--- config.mk ---
export PLATFORM = sky130hd
export DESIGN_NAME = led_ctrl_top
export DESIGN_NICKNAME = d
export VERILOG_FILES = /design/src/rtl/led_pkg.sv /design/src/rtl/led_timebase.sv /design/src/rtl/led_cfg_bus.sv /design/src/rtl/led_pattern.sv /design/src/rtl/led_ctrl_top.sv
export SDC_FILE = /design/constraint.sdc
export NUM_CORES = 1
export LEC_CHECK = 0
export ABC_AREA = 1
export BUFFER_PORTS_ARGS = -buffer_cell sky130_fd_sc_hd__buf_4
export CAP_MARGIN = 20
export CORE_AREA = 2 2 148 179
export DETAILED_ROUTE_END_ITERATION = 8
export DIE_AREA = 0 0 150 181
export GPL_TIMING_DRIVEN = 0
export SLEW_MARGIN = 20
export SYNTH_ARGS = -nofsm -noshare
export SYNTH_HDL_FRONTEND = slang
export SYNTH_SLANG_ARGS = --single-unit
--- constraint.sdc ---
create_clock -name clk -period 2.21 [get_ports clk]
set_input_delay 0.3315 -clock clk [delete_from_list [all_inputs] [get_ports clk]]
set_output_delay 0.3315 -clock clk [all_outputs]
set_load 0.01 [all_outputs]
--- src/rtl/led_pkg.sv ---
package led_pkg;
    localparam int CODE_W  = 3;
    localparam int PHASES  = 12;
    localparam int PHASE_W = 4;
    localparam int PWM_W   = 3;

    typedef logic [CODE_W-1:0] code_t;

    typedef enum logic [CODE_W-1:0] {
        PAT_OFF       = 3'd0,
        PAT_BLUE      = 3'd1,
        PAT_RED       = 3'd2,
        PAT_BLUE_SLOW = 3'd3,
        PAT_RED_SLOW  = 3'd4,
        PAT_BLUE_LONG = 3'd5,
        PAT_ALTERNATE = 3'd6,
        PAT_BLUE_LAST = 3'd7
    } pat_e;

    typedef struct packed {
        logic blue;
        logic red;
    } hue_t;

    function automatic hue_t pattern_hue(input code_t mode,
                                         input logic [PHASE_W-1:0] phase,
                                         input logic is_drive);
        hue_t h;
        logic [PHASE_W-1:0] p6;
        p6 = (phase >= PHASE_W'(6)) ? phase - PHASE_W'(6) : phase;
        h  = '0;
        unique case (pat_e'(mode))
            PAT_OFF:       h = '0;
            PAT_BLUE:      h.blue = 1'b1;
            PAT_RED:       h.red  = 1'b1;
            PAT_BLUE_SLOW: h.blue = ~phase[1];
            PAT_RED_SLOW:  h.red  = ~phase[1];
            PAT_BLUE_LONG: begin
                h.blue = (p6 != PHASE_W'(5));
                h.red  = (p6 == PHASE_W'(5));
            end
            PAT_ALTERNATE: begin
                h.blue = ~phase[1];
                h.red  = phase[1];
            end
            PAT_BLUE_LAST: h.blue = is_drive ? 1'b1 : (p6 == '0);
            default:       h = '0;
        endcase
        return h;
    endfunction
endpackage

--- src/rtl/led_timebase.sv ---
module led_timebase
    import led_pkg::*;
#(
    parameter int TICK_DIV = 25_000_000
) (
    input  logic               clk,
    input  logic               rst_n,
    output logic               tick,
    output logic [PHASE_W-1:0] phase,
    output logic [PWM_W-1:0]   pwm
);
    localparam int DIV_W = (TICK_DIV > 1) ? $clog2(TICK_DIV) : 1;

    logic [DIV_W-1:0] div_q;

    always_ff @(posedge clk or negedge rst_n) begin
        if (!rst_n) begin
            div_q <= '0;
            tick  <= 1'b0;
        end else if (div_q == DIV_W'(TICK_DIV - 1)) begin
            div_q <= '0;
            tick  <= 1'b1;
        end else begin
            div_q <= div_q + 1'b1;
            tick  <= 1'b0;
        end
    end

    always_ff @(posedge clk or negedge rst_n) begin
        if (!rst_n) begin
            phase <= '0;
        end else if (tick) begin
            phase <= (phase == PHASE_W'(PHASES - 1)) ? '0 : phase + 1'b1;
        end
    end

    always_ff @(posedge clk or negedge rst_n) begin
        if (!rst_n) pwm <= '0;
        else        pwm <= pwm + 1'b1;
    end

    p_phase_range_r6: assert property (@(posedge clk) disable iff (!rst_n)
        phase < PHASE_W'(PHASES));
    p_phase_hold_r6: assert property (@(posedge clk) disable iff (!rst_n)
        !tick |=> $stable(phase));
    p_tick_single_r6: assert property (@(posedge clk) disable iff (!rst_n)
        tick |=> !tick);
endmodule

--- src/rtl/led_cfg_bus.sv ---
module led_cfg_bus
    import led_pkg::*;
#(
    parameter int N_DRIVE = 5
) (
    input  logic                     clk,
    input  logic                     rst_n,
    input  logic                     strobe,
    input  logic [2:0]               addr,
    input  code_t                    data,
    output code_t                    front_mode,
    output code_t                    front_bri,
    output code_t                    drv_bri,
    output logic [N_DRIVE-1:0][CODE_W-1:0] drv_mode
);
    localparam int ADDR_FRONT_MODE = 0;
    localparam int ADDR_FRONT_BRI  = 1;
    localparam int ADDR_DRV_BRI    = 2;
    localparam int ADDR_DRV_BASE   = 3;

    typedef enum logic [1:0] {
        BUS_IDLE,
        BUS_COMMIT,
        BUS_HOLD
    } bus_st_e;

    bus_st_e    st_q, st_d;
    logic [1:0] sync_q;
    logic       strb_s;
    logic [2:0] addr_q;
    code_t      data_q;
    logic       wr_en;

    always_ff @(posedge clk or negedge rst_n) begin
        if (!rst_n) sync_q <= '0;
        else        sync_q <= {sync_q[0], strobe};
    end
    assign strb_s = sync_q[1];

    always_ff @(posedge clk or negedge rst_n) begin
        if (!rst_n) st_q <= BUS_IDLE;
        else        st_q <= st_d;
    end

    always_comb begin
        st_d = st_q;
        unique case (st_q)
            BUS_IDLE:   if (strb_s) st_d = BUS_COMMIT;
            BUS_COMMIT: st_d = BUS_HOLD;
            BUS_HOLD:   if (!strb_s) st_d = BUS_IDLE;
            default:    st_d = BUS_IDLE;
        endcase
    end

    always_ff @(posedge clk or negedge rst_n) begin
        if (!rst_n) begin
            addr_q <= '0;
            data_q <= '0;
        end else if (st_q == BUS_IDLE && strb_s) begin
            addr_q <= addr;
            data_q <= data;
        end
    end

    assign wr_en = (st_q == BUS_COMMIT);

    always_ff @(posedge clk or negedge rst_n) begin
        if (!rst_n) begin
            front_mode <= '0;
            front_bri  <= '0;
            drv_bri    <= '0;
        end else if (wr_en) begin
            if (addr_q == 3'(ADDR_FRONT_MODE)) front_mode <= data_q;
            if (addr_q == 3'(ADDR_FRONT_BRI))  front_bri  <= data_q;
            if (addr_q == 3'(ADDR_DRV_BRI))    drv_bri    <= data_q;
        end
    end

    for (genvar i = 0; i < N_DRIVE; i++) begin : g_drv_reg
        always_ff @(posedge clk or negedge rst_n) begin
            if (!rst_n) begin
                drv_mode[i] <= '0;
            end else if (wr_en && addr_q == 3'(ADDR_DRV_BASE + i)) begin
                drv_mode[i] <= data_q;
            end
        end
    end

    p_single_write_r2: assert property (@(posedge clk) disable iff (!rst_n)
        wr_en |=> !wr_en);
    p_no_rewrite_r2: assert property (@(posedge clk) disable iff (!rst_n)
        (st_q == BUS_HOLD && strb_s) |=> !wr_en);
    p_regs_quiet_r2: assert property (@(posedge clk) disable iff (!rst_n)
        !wr_en |=> ($stable(front_mode) && $stable(front_bri) && $stable(drv_bri)
                    && $stable(drv_mode)));
endmodule

--- src/rtl/led_pattern.sv ---
module led_pattern
    import led_pkg::*;
#(
    parameter bit IS_DRIVE = 1'b0,
    parameter int STRETCH  = 2_500_000
) (
    input  logic               clk,
    input  logic               rst_n,
    input  code_t              mode,
    input  code_t              bri,
    input  logic [PHASE_W-1:0] phase,
    input  logic [PWM_W-1:0]   pwm,
    input  logic               act_n,
    output logic               blue,
    output logic               red
);
    localparam int CNT_W = $clog2(STRETCH + 1);

    typedef enum logic {
        ACT_QUIET,
        ACT_BLANK
    } act_st_e;

    act_st_e          st_q, st_d;
    logic [CNT_W-1:0] cnt_q, cnt_d;
    logic [1:0]       act_sync_q;
    logic             act_s;
    hue_t             hue;
    logic             follow, lit;

    always_ff @(posedge clk or negedge rst_n) begin
        if (!rst_n) act_sync_q <= '0;
        else        act_sync_q <= {act_sync_q[0], ~act_n};
    end
    assign act_s = act_sync_q[1];

    always_ff @(posedge clk or negedge rst_n) begin
        if (!rst_n) begin
            st_q  <= ACT_QUIET;
            cnt_q <= '0;
        end else begin
            st_q  <= st_d;
            cnt_q <= cnt_d;
        end
    end

    always_comb begin
        st_d  = st_q;
        cnt_d = cnt_q;
        unique case (st_q)
            ACT_QUIET: begin
                if (act_s) begin
                    st_d  = ACT_BLANK;
                    cnt_d = CNT_W'(STRETCH);
                end
            end
            ACT_BLANK: begin
                if (act_s) begin
                    cnt_d = CNT_W'(STRETCH);
                end else if (cnt_q <= CNT_W'(1)) begin
                    st_d  = ACT_QUIET;
                    cnt_d = '0;
                end else begin
                    cnt_d = cnt_q - 1'b1;
                end
            end
            default: st_d = ACT_QUIET;
        endcase
    end

    assign hue    = pattern_hue(mode, phase, IS_DRIVE);
    assign follow = IS_DRIVE && (mode == code_t'(PAT_BLUE));
    assign lit    = (pwm < bri) && !(follow && st_q == ACT_BLANK);

    always_ff @(posedge clk or negedge rst_n) begin
        if (!rst_n) begin
            blue <= 1'b0;
            red  <= 1'b0;
        end else begin
            blue <= lit && hue.blue;
            red  <= lit && hue.red;
        end
    end

    p_colour_excl_r10: assert property (@(posedge clk) disable iff (!rst_n)
        !(blue && red));
    p_dark_r4: assert property (@(posedge clk) disable iff (!rst_n)
        (bri == '0) |=> (!blue && !red));
    p_blank_r9: assert property (@(posedge clk) disable iff (!rst_n)
        (follow && st_q == ACT_BLANK) |=> !blue);
    p_stretch_start_r9: assert property (@(posedge clk) disable iff (!rst_n)
        act_s |=> (st_q == ACT_BLANK));
endmodule

--- src/rtl/led_ctrl_top.sv ---
module led_ctrl_top
    import led_pkg::*;
#(
    parameter int TICK_DIV = 25_000_000,
    parameter int STRETCH  = 2_500_000,
    parameter int N_DRIVE  = 5
) (
    input  logic               clk,
    input  logic               rst_n,
    input  logic               cfg_strobe,
    input  logic [2:0]         cfg_addr,
    input  logic [2:0]         cfg_data,
    input  logic [N_DRIVE-1:0] drv_act_n,
    output logic               front_blue,
    output logic               front_red,
    output logic [N_DRIVE-1:0] drv_blue,
    output logic [N_DRIVE-1:0] drv_red
);
    logic                          tick;
    logic [PHASE_W-1:0]            phase;
    logic [PWM_W-1:0]              pwm;
    code_t                         front_mode, front_bri, drv_bri;
    logic [N_DRIVE-1:0][CODE_W-1:0] drv_mode;

    led_timebase #(.TICK_DIV(TICK_DIV)) u_timebase (
        .clk   (clk),
        .rst_n (rst_n),
        .tick  (tick),
        .phase (phase),
        .pwm   (pwm)
    );

    led_cfg_bus #(.N_DRIVE(N_DRIVE)) u_cfg (
        .clk        (clk),
        .rst_n      (rst_n),
        .strobe     (cfg_strobe),
        .addr       (cfg_addr),
        .data       (cfg_data),
        .front_mode (front_mode),
        .front_bri  (front_bri),
        .drv_bri    (drv_bri),
        .drv_mode   (drv_mode)
    );

    led_pattern #(.IS_DRIVE(1'b0), .STRETCH(STRETCH)) u_front (
        .clk   (clk),
        .rst_n (rst_n),
        .mode  (front_mode),
        .bri   (front_bri),
        .phase (phase),
        .pwm   (pwm),
        .act_n (1'b1),
        .blue  (front_blue),
        .red   (front_red)
    );

    for (genvar i = 0; i < N_DRIVE; i++) begin : g_drive
        led_pattern #(.IS_DRIVE(1'b1), .STRETCH(STRETCH)) u_drive (
            .clk   (clk),
            .rst_n (rst_n),
            .mode  (drv_mode[i]),
            .bri   (drv_bri),
            .phase (phase),
            .pwm   (pwm),
            .act_n (drv_act_n[i]),
            .blue  (drv_blue[i]),
            .red   (drv_red[i])
        );
    end

    p_tick_advances_r6: assert property (@(posedge clk) disable iff (!rst_n)
        tick |=> (phase != $past(phase)));
    p_reset_dark_r1: assert property (@(posedge clk) disable iff (!rst_n)
        (front_mode == '0) |=> !front_blue && !front_red);
endmodule

Word level (Yosys, flattened, before mapping):

Index checks and enable logic that the tools add are counted.

* $add $sub $neg: 9
* multiply operators: 0
* div/mod/pow operators: 0
* magnitude comparators: 8
* eq/ne operators: 62
* shift operators: 0
* mux-type cells: 59
* bitwise logic cells: 11
* reduce and logical (&&, ||, !) cells: 51

Operator list (count)
* $mux 22: 15
* $pmux 22 s2: 5
* $le 22x1->1 const B: 5
* $sub 22x1->22 const B: 5
* $eq 3x3->1 const B: 28
* $eq 3x2->1 const B: 14
* $logic_and 1x1->1: 28
* $pmux 1 s4: 7
* $add 25x1->25 const B: 1
* $eq 25x25->1 const B: 1
* $mux 25: 1
* $reduce_or 2->1: 11
* $eq 3x1->1 const B: 7
* $mux 1: 16
* $pmux 1 s3: 5
* $ne 2x1->1 const B: 6
* $not 1->1: 11
* $pmux 1 s2: 5
* $mux 4: 2
* $reduce_and 2->1: 4
* $lt 3x3->1: 2
* $pmux 2 s3: 1
* $logic_not 1->1: 5
* $add 4x1->4 const B: 1
* 13 further kinds: 14

* register bits after elaboration: 204
* bits in latches: 0
* RAM bits: 0
* bits in read-only memories: 0
* output and inout port bits: 12
* memories kept: 0

Depth between registers and ports, before layout:

* word-level depth: 5
* mapped depth: 11
* mapped depth without buffers: 11

Cells and area by module:

A second synthesis with hierarchy kept.

* cells, all modules: 1599
* area total of the unflattened synthesis: 12314.3 um2

By module, submodules not included
* led_pattern at g_drive[1].u_drive ...: times used 4, cells an instance 235, area each 1746.7 um2, sequential area each 675.6 um2
* led_pattern at g_drive[0].u_drive: times used 1, cells an instance 227, area each 1823.0 um2, sequential area each 675.6 um2
* led_timebase: times used 1, cells an instance 222, area each 1804.2 um2, sequential area each 825.8 um2
* led_cfg_bus: times used 1, cells an instance 156, area each 1400.1 um2, sequential area each 850.8 um2
* led_pattern at u_front: times used 1, cells an instance 53, area each 296.5 um2, sequential area each 50.0 um2
* led_ctrl_top: times used 1, cells an instance 1, area each 3.8 um2, sequential area each 0.0 um2

Least setup slack after synthesis:

Ideal clock, no wire load.

* path type: reg-to-reg
* from: register g_drive[2].u_drive.cnt_q[0]
* to: register g_drive[2].u_drive.cnt_q[17]
* setup time: 0.130 ns
* arrival time: 1.473 ns
* slack: 0.607 ns
* stages on the path, launching flop included: 10
* buffers on the path: 0
* clock period less this slack: 1.603 ns
* cells stage by stage: dfrtp_1 -> inv_1 -> ha_1 -> nand2_1 -> nor2_1 -> nand3_1 -> nand2_1 -> nand2_1 -> nand2_1 -> o21ai_0

* word-level cells in the longest chain between the ends: 4

Ends and longest elaborated chain
* start: declaration: line led_pattern.sv:25 `logic [CNT_W-1:0] cnt_q, cnt_d;`
* start signal: assignment: line led_pattern.sv:43 `cnt_q <= cnt_d;`
* $sub 22x1->22 or $le 22x1->1 (tied branches): line led_pattern.sv:64, led_pattern.sv:60
* $mux 22 *: line led_pattern.sv:60 `end else if (cnt_q <= CNT_W'(1)) begin`
* $mux 22 *: line led_pattern.sv:58 `if (act_s) begin`
* $pmux 22 s2 *: line led_pattern.sv:50 `unique case (st_q)`

Mark *: on every way between the ends. The rest lies on a longest branch, timed or not.
A chain may end at the register's enable or synchronous reset.

Worst setup path after layout:

* from: register g_drive[0].u_drive.cnt_q[0]
* to: register g_drive[0].u_drive.cnt_q[9]

* word-level cells in the longest chain between the ends: 4

Ends and longest elaborated chain (line)
* start: declaration: led_pattern.sv:25
* start signal: assignment: led_pattern.sv:43
* $sub 22x1->22 or $le 22x1->1 (tied branches): led_pattern.sv:64, led_pattern.sv:60
* $mux 22 *: led_pattern.sv:60
* $mux 22 *: led_pattern.sv:58
* $pmux 22 s2 *: led_pattern.sv:50

Marks and branches as above.

==> results.cfg <==
[placement]
gp_congestion = 0.904
placedCellCount = 1813
numPortBuffers = 25
placed_area_um2 = 11900
dp_hpwl_mm = 18.0

[logic_synthesis]
synthCells = 1456
synth_seq_area_share_pct = 45.5
yosysUniqueCellTypes = 34
synth_area_um2 = 11200
synth_nets = 1489
syn_area_per_cell_um2 = 7.71
async_reset_ff_share_pct = 100
yosys_warnings = 0
synth_flop_cell = dfrtp_1
ys_ff_latch = 204
synth-edff-count = 0

[clock_tree]
tritoncts = done
cts.sinks = 204
insertion_delay_ns = 0.52
cts_buffers = 24
cts_root_buffer = clkbuf_16
postCtsSetupBuffers = 0
h-tree-depth = 1
path_clk_slew_ns = 0.06
clockBufferDepth = 3

[run_status]
status = finished clean

[sta]
tightest_slew_ns = 0.653
tns_ns = 0
setup_viol = 0
hold_viol_final = 0
fmax_mhz = 509
rsz0062_at_grt = false
finalCritPeriodShare_pct = 88.8
slew_headroom_pct = 56.1
period_minus_slack_ns = 1.96
maxSlewViolCount = 0
hold-worst-slack_ns = 0.0209
finClkSkew_ns = 0.0110

[grt]
grt_max_degree = 93
antenna_found_initial = 0
grt_pass1_wl_mm = 43.2
grt_pass1_vias = 9150
track_usage_pct = 19.0
grt-ovfl-total = 0

[cells_and_area]
nNetsFinal = 1549
layout-drive-gt1-share_pct = 6.46
final_area_um2 = 12800
area_growth_syn_to_layout_pct = 13.8
final_common_cell = nand2_1
fill_cells = 2531
layout_common_cells = 320 x nand2_1, 266 x nor2_1, 204 x dfrtp_1, 137 x inv_1, 118 x o21ai_0
final_cell_count_no_fill = 1863
diodes = 0

[detailed_routing]
drc = 0
first_pass_iters = 5
routed_via_density = 4.96
drtIter0Drc = 400
avgRoutedWirePerCell_um = 13.3
vias = 9235
routed_wl_mm = 24.7
ant_nets = 0

[die]
die-area_um2 = 27200
core_um2 = 25300
die_x_um = 150
ios = 26
initial_core_util_pct = 44.4
die_y_um = 181
rows = 64

[power]
power_leakage_nw = 5.57
p_sw_share_pct = 30.0
p_total_mw = 10.7
power.internal_mw = 7.52
powerDensity_nw_per_um2 = 841
seqPwrFrac_pct = 43.5
power.share.clock_pct = 37.7
ir_drop_v = 0.000550
p_switching_mw = 3.22
comb_power_share_pct = 18.8

[critical_path]
cp.arrival_ns = 2.35
worstSetupStartpointType = flop
end_kind = flop
rr_worst_depth = 9
crit_fanout = 7
required_ns = 2.59
worstSetupPathType = reg2reg

[min_path]
hp-class = in2reg
whs_path_depth = 3

[job]
maxCapViolCount = 0
## cell families after synthesis
logic type | count (synthesis) | synth area share (%)
AND/OR/NAND/NOR | 734 | 27.0
multiplexers | 2 | 0.201
AO/OA/AOI/OAI | 215 | 10.5
adder cells (fa/ha/maj) | 19 | 2.12
buffers and inverters | 174 | 6.28
XOR/XNOR | 108 | 8.43
flip-flops | 204 | 45.5
## registers in the layout, indices dropped and copies added, names as in the netlist
signal / flops
u_cfg.drv_mode: 15
u_cfg.sync_q: 2
u_cfg.data_q: 3
u_front.blue: 1
u_cfg.front_mode: 3
u_front.red: 1
g_drive.u_drive.red: 5
u_cfg.st_q: 2
u_cfg.addr_q: 3
u_timebase.tick: 1
g_drive.u_drive.blue: 5
g_drive.u_drive.st_q: 5
g_drive.u_drive.act_sync_q: 10
u_timebase.phase: 4
u_cfg.drv_bri: 3
u_timebase.pwm: 3
u_cfg.front_bri: 3
u_timebase.div_q: 25
g_drive.u_drive.cnt_q: 110
## critical path: stages (launching register included)
cell      delay [ns]
dfrtp_1         0.42
inv_1           0.14
ha_1            0.19
nand2_1         0.12
nor2_1          0.24
nand3_1         0.11
nand2_1         0.07
nand2_1         0.11
nand3_1         0.31
o21bai_1        0.12
## per-stage QoR
step / utilization (%) / setup slack [ns]
CTS: 50.5 / 0.212
global placement: 46.7 / -0.714
global route: 50.5 / 0.00412
finish: 50.5 / 0.247
floorplan: - / 0.607
detailed placement: 47.0 / 0.227
## synthesized netlist by cell type (19+ instances only)
library cell | n | area [um^2]
nor3_1 | 23 | 115
dfrtp_1 | 204 | 5100
nand4_1 | 34 | 213
o21bai_1 | 26 | 195
o21ai_0 | 118 | 591
nand2_1 | 320 | 1200
nor2_1 | 266 | 998
a21oi_1 | 57 | 285
ha_1 | 19 | 238
xnor2_1 | 31 | 272
nand3_1 | 75 | 375
xor2_1 | 77 | 674
inv_1 | 137 | 514
## area by class of cell
| type | instances | area, um^2 | share of cell area [%] |
|---|---|---|---|
| Buffer | 31 | 168 | 1.31 |
| Clock buffer | 29 | 661 | 5.17 |
| Clock inverter | 14 | 155 | 1.21 |
| Inverter | 143 | 537 | 4.20 |
| Multi-Input combinational cell | 1078 | 5420 | 42.4 |
| Sequential cell | 204 | 5100 | 40.0 |
| Tap cell | 330 | 413 | 3.23 |
| Timing Repair Buffer | 34 | 320 | 2.51 |
## per-layer routing
layer	part of all wire [%]	wire length (um)	up-vias	track usage, %
met5	0	0	-	0
li1	-	-	4809	-
met4	2.6	632	0	5.32
met3	3.4	835	49	2.68
met2	48	12000	110	32.5
met1	46	11300	4267	25.2
## what timing repair did
| item | in CTS | in global routing |
|---|---|---|
| setup endpoints to repair | 0 | 0 |
| hold endpoints to repair | 56 | 0 |
| hold buffers | 7 | 0 |
| gates resized for setup | 0 | 0 |
## power groups by stage
stage | sequential, mW | combinational (mW) | clock, mW
after detailed placement | 4.74 | 2.03 | 0
after floorplan | 4.62 | 1.43 | 0
final | 4.67 | 2.02 | 4.05
after CTS | 4.67 | 2.05 | 4.18
after global routing | 4.74 | 2.33 | 4.36
after global placement | 4.72 | 1.98 | 0
## path summary, 6_finish.rpt
kind	start	end	slack [ns]
max	g_drive[0].u_drive.cnt_q[0]	g_drive[0].u_drive.cnt_q[9]	0.25
min	cfg_data[1]	u_cfg.data_q[1]	0.02
max reg2reg	g_drive[0].u_drive.cnt_q[0]	g_drive[0].u_drive.cnt_q[9]	0.25
min reg2reg	g_drive[4].u_drive.act_sync_q[0]	g_drive[4].u_drive.act_sync_q[1]	0.35
max in group asynchronous	rst_n	g_drive[1].u_drive.cnt_q[0]	1.08
min in group asynchronous	rst_n	g_drive[2].u_drive.cnt_q[12]	0.32
Power figures use the tool's default switching activity.
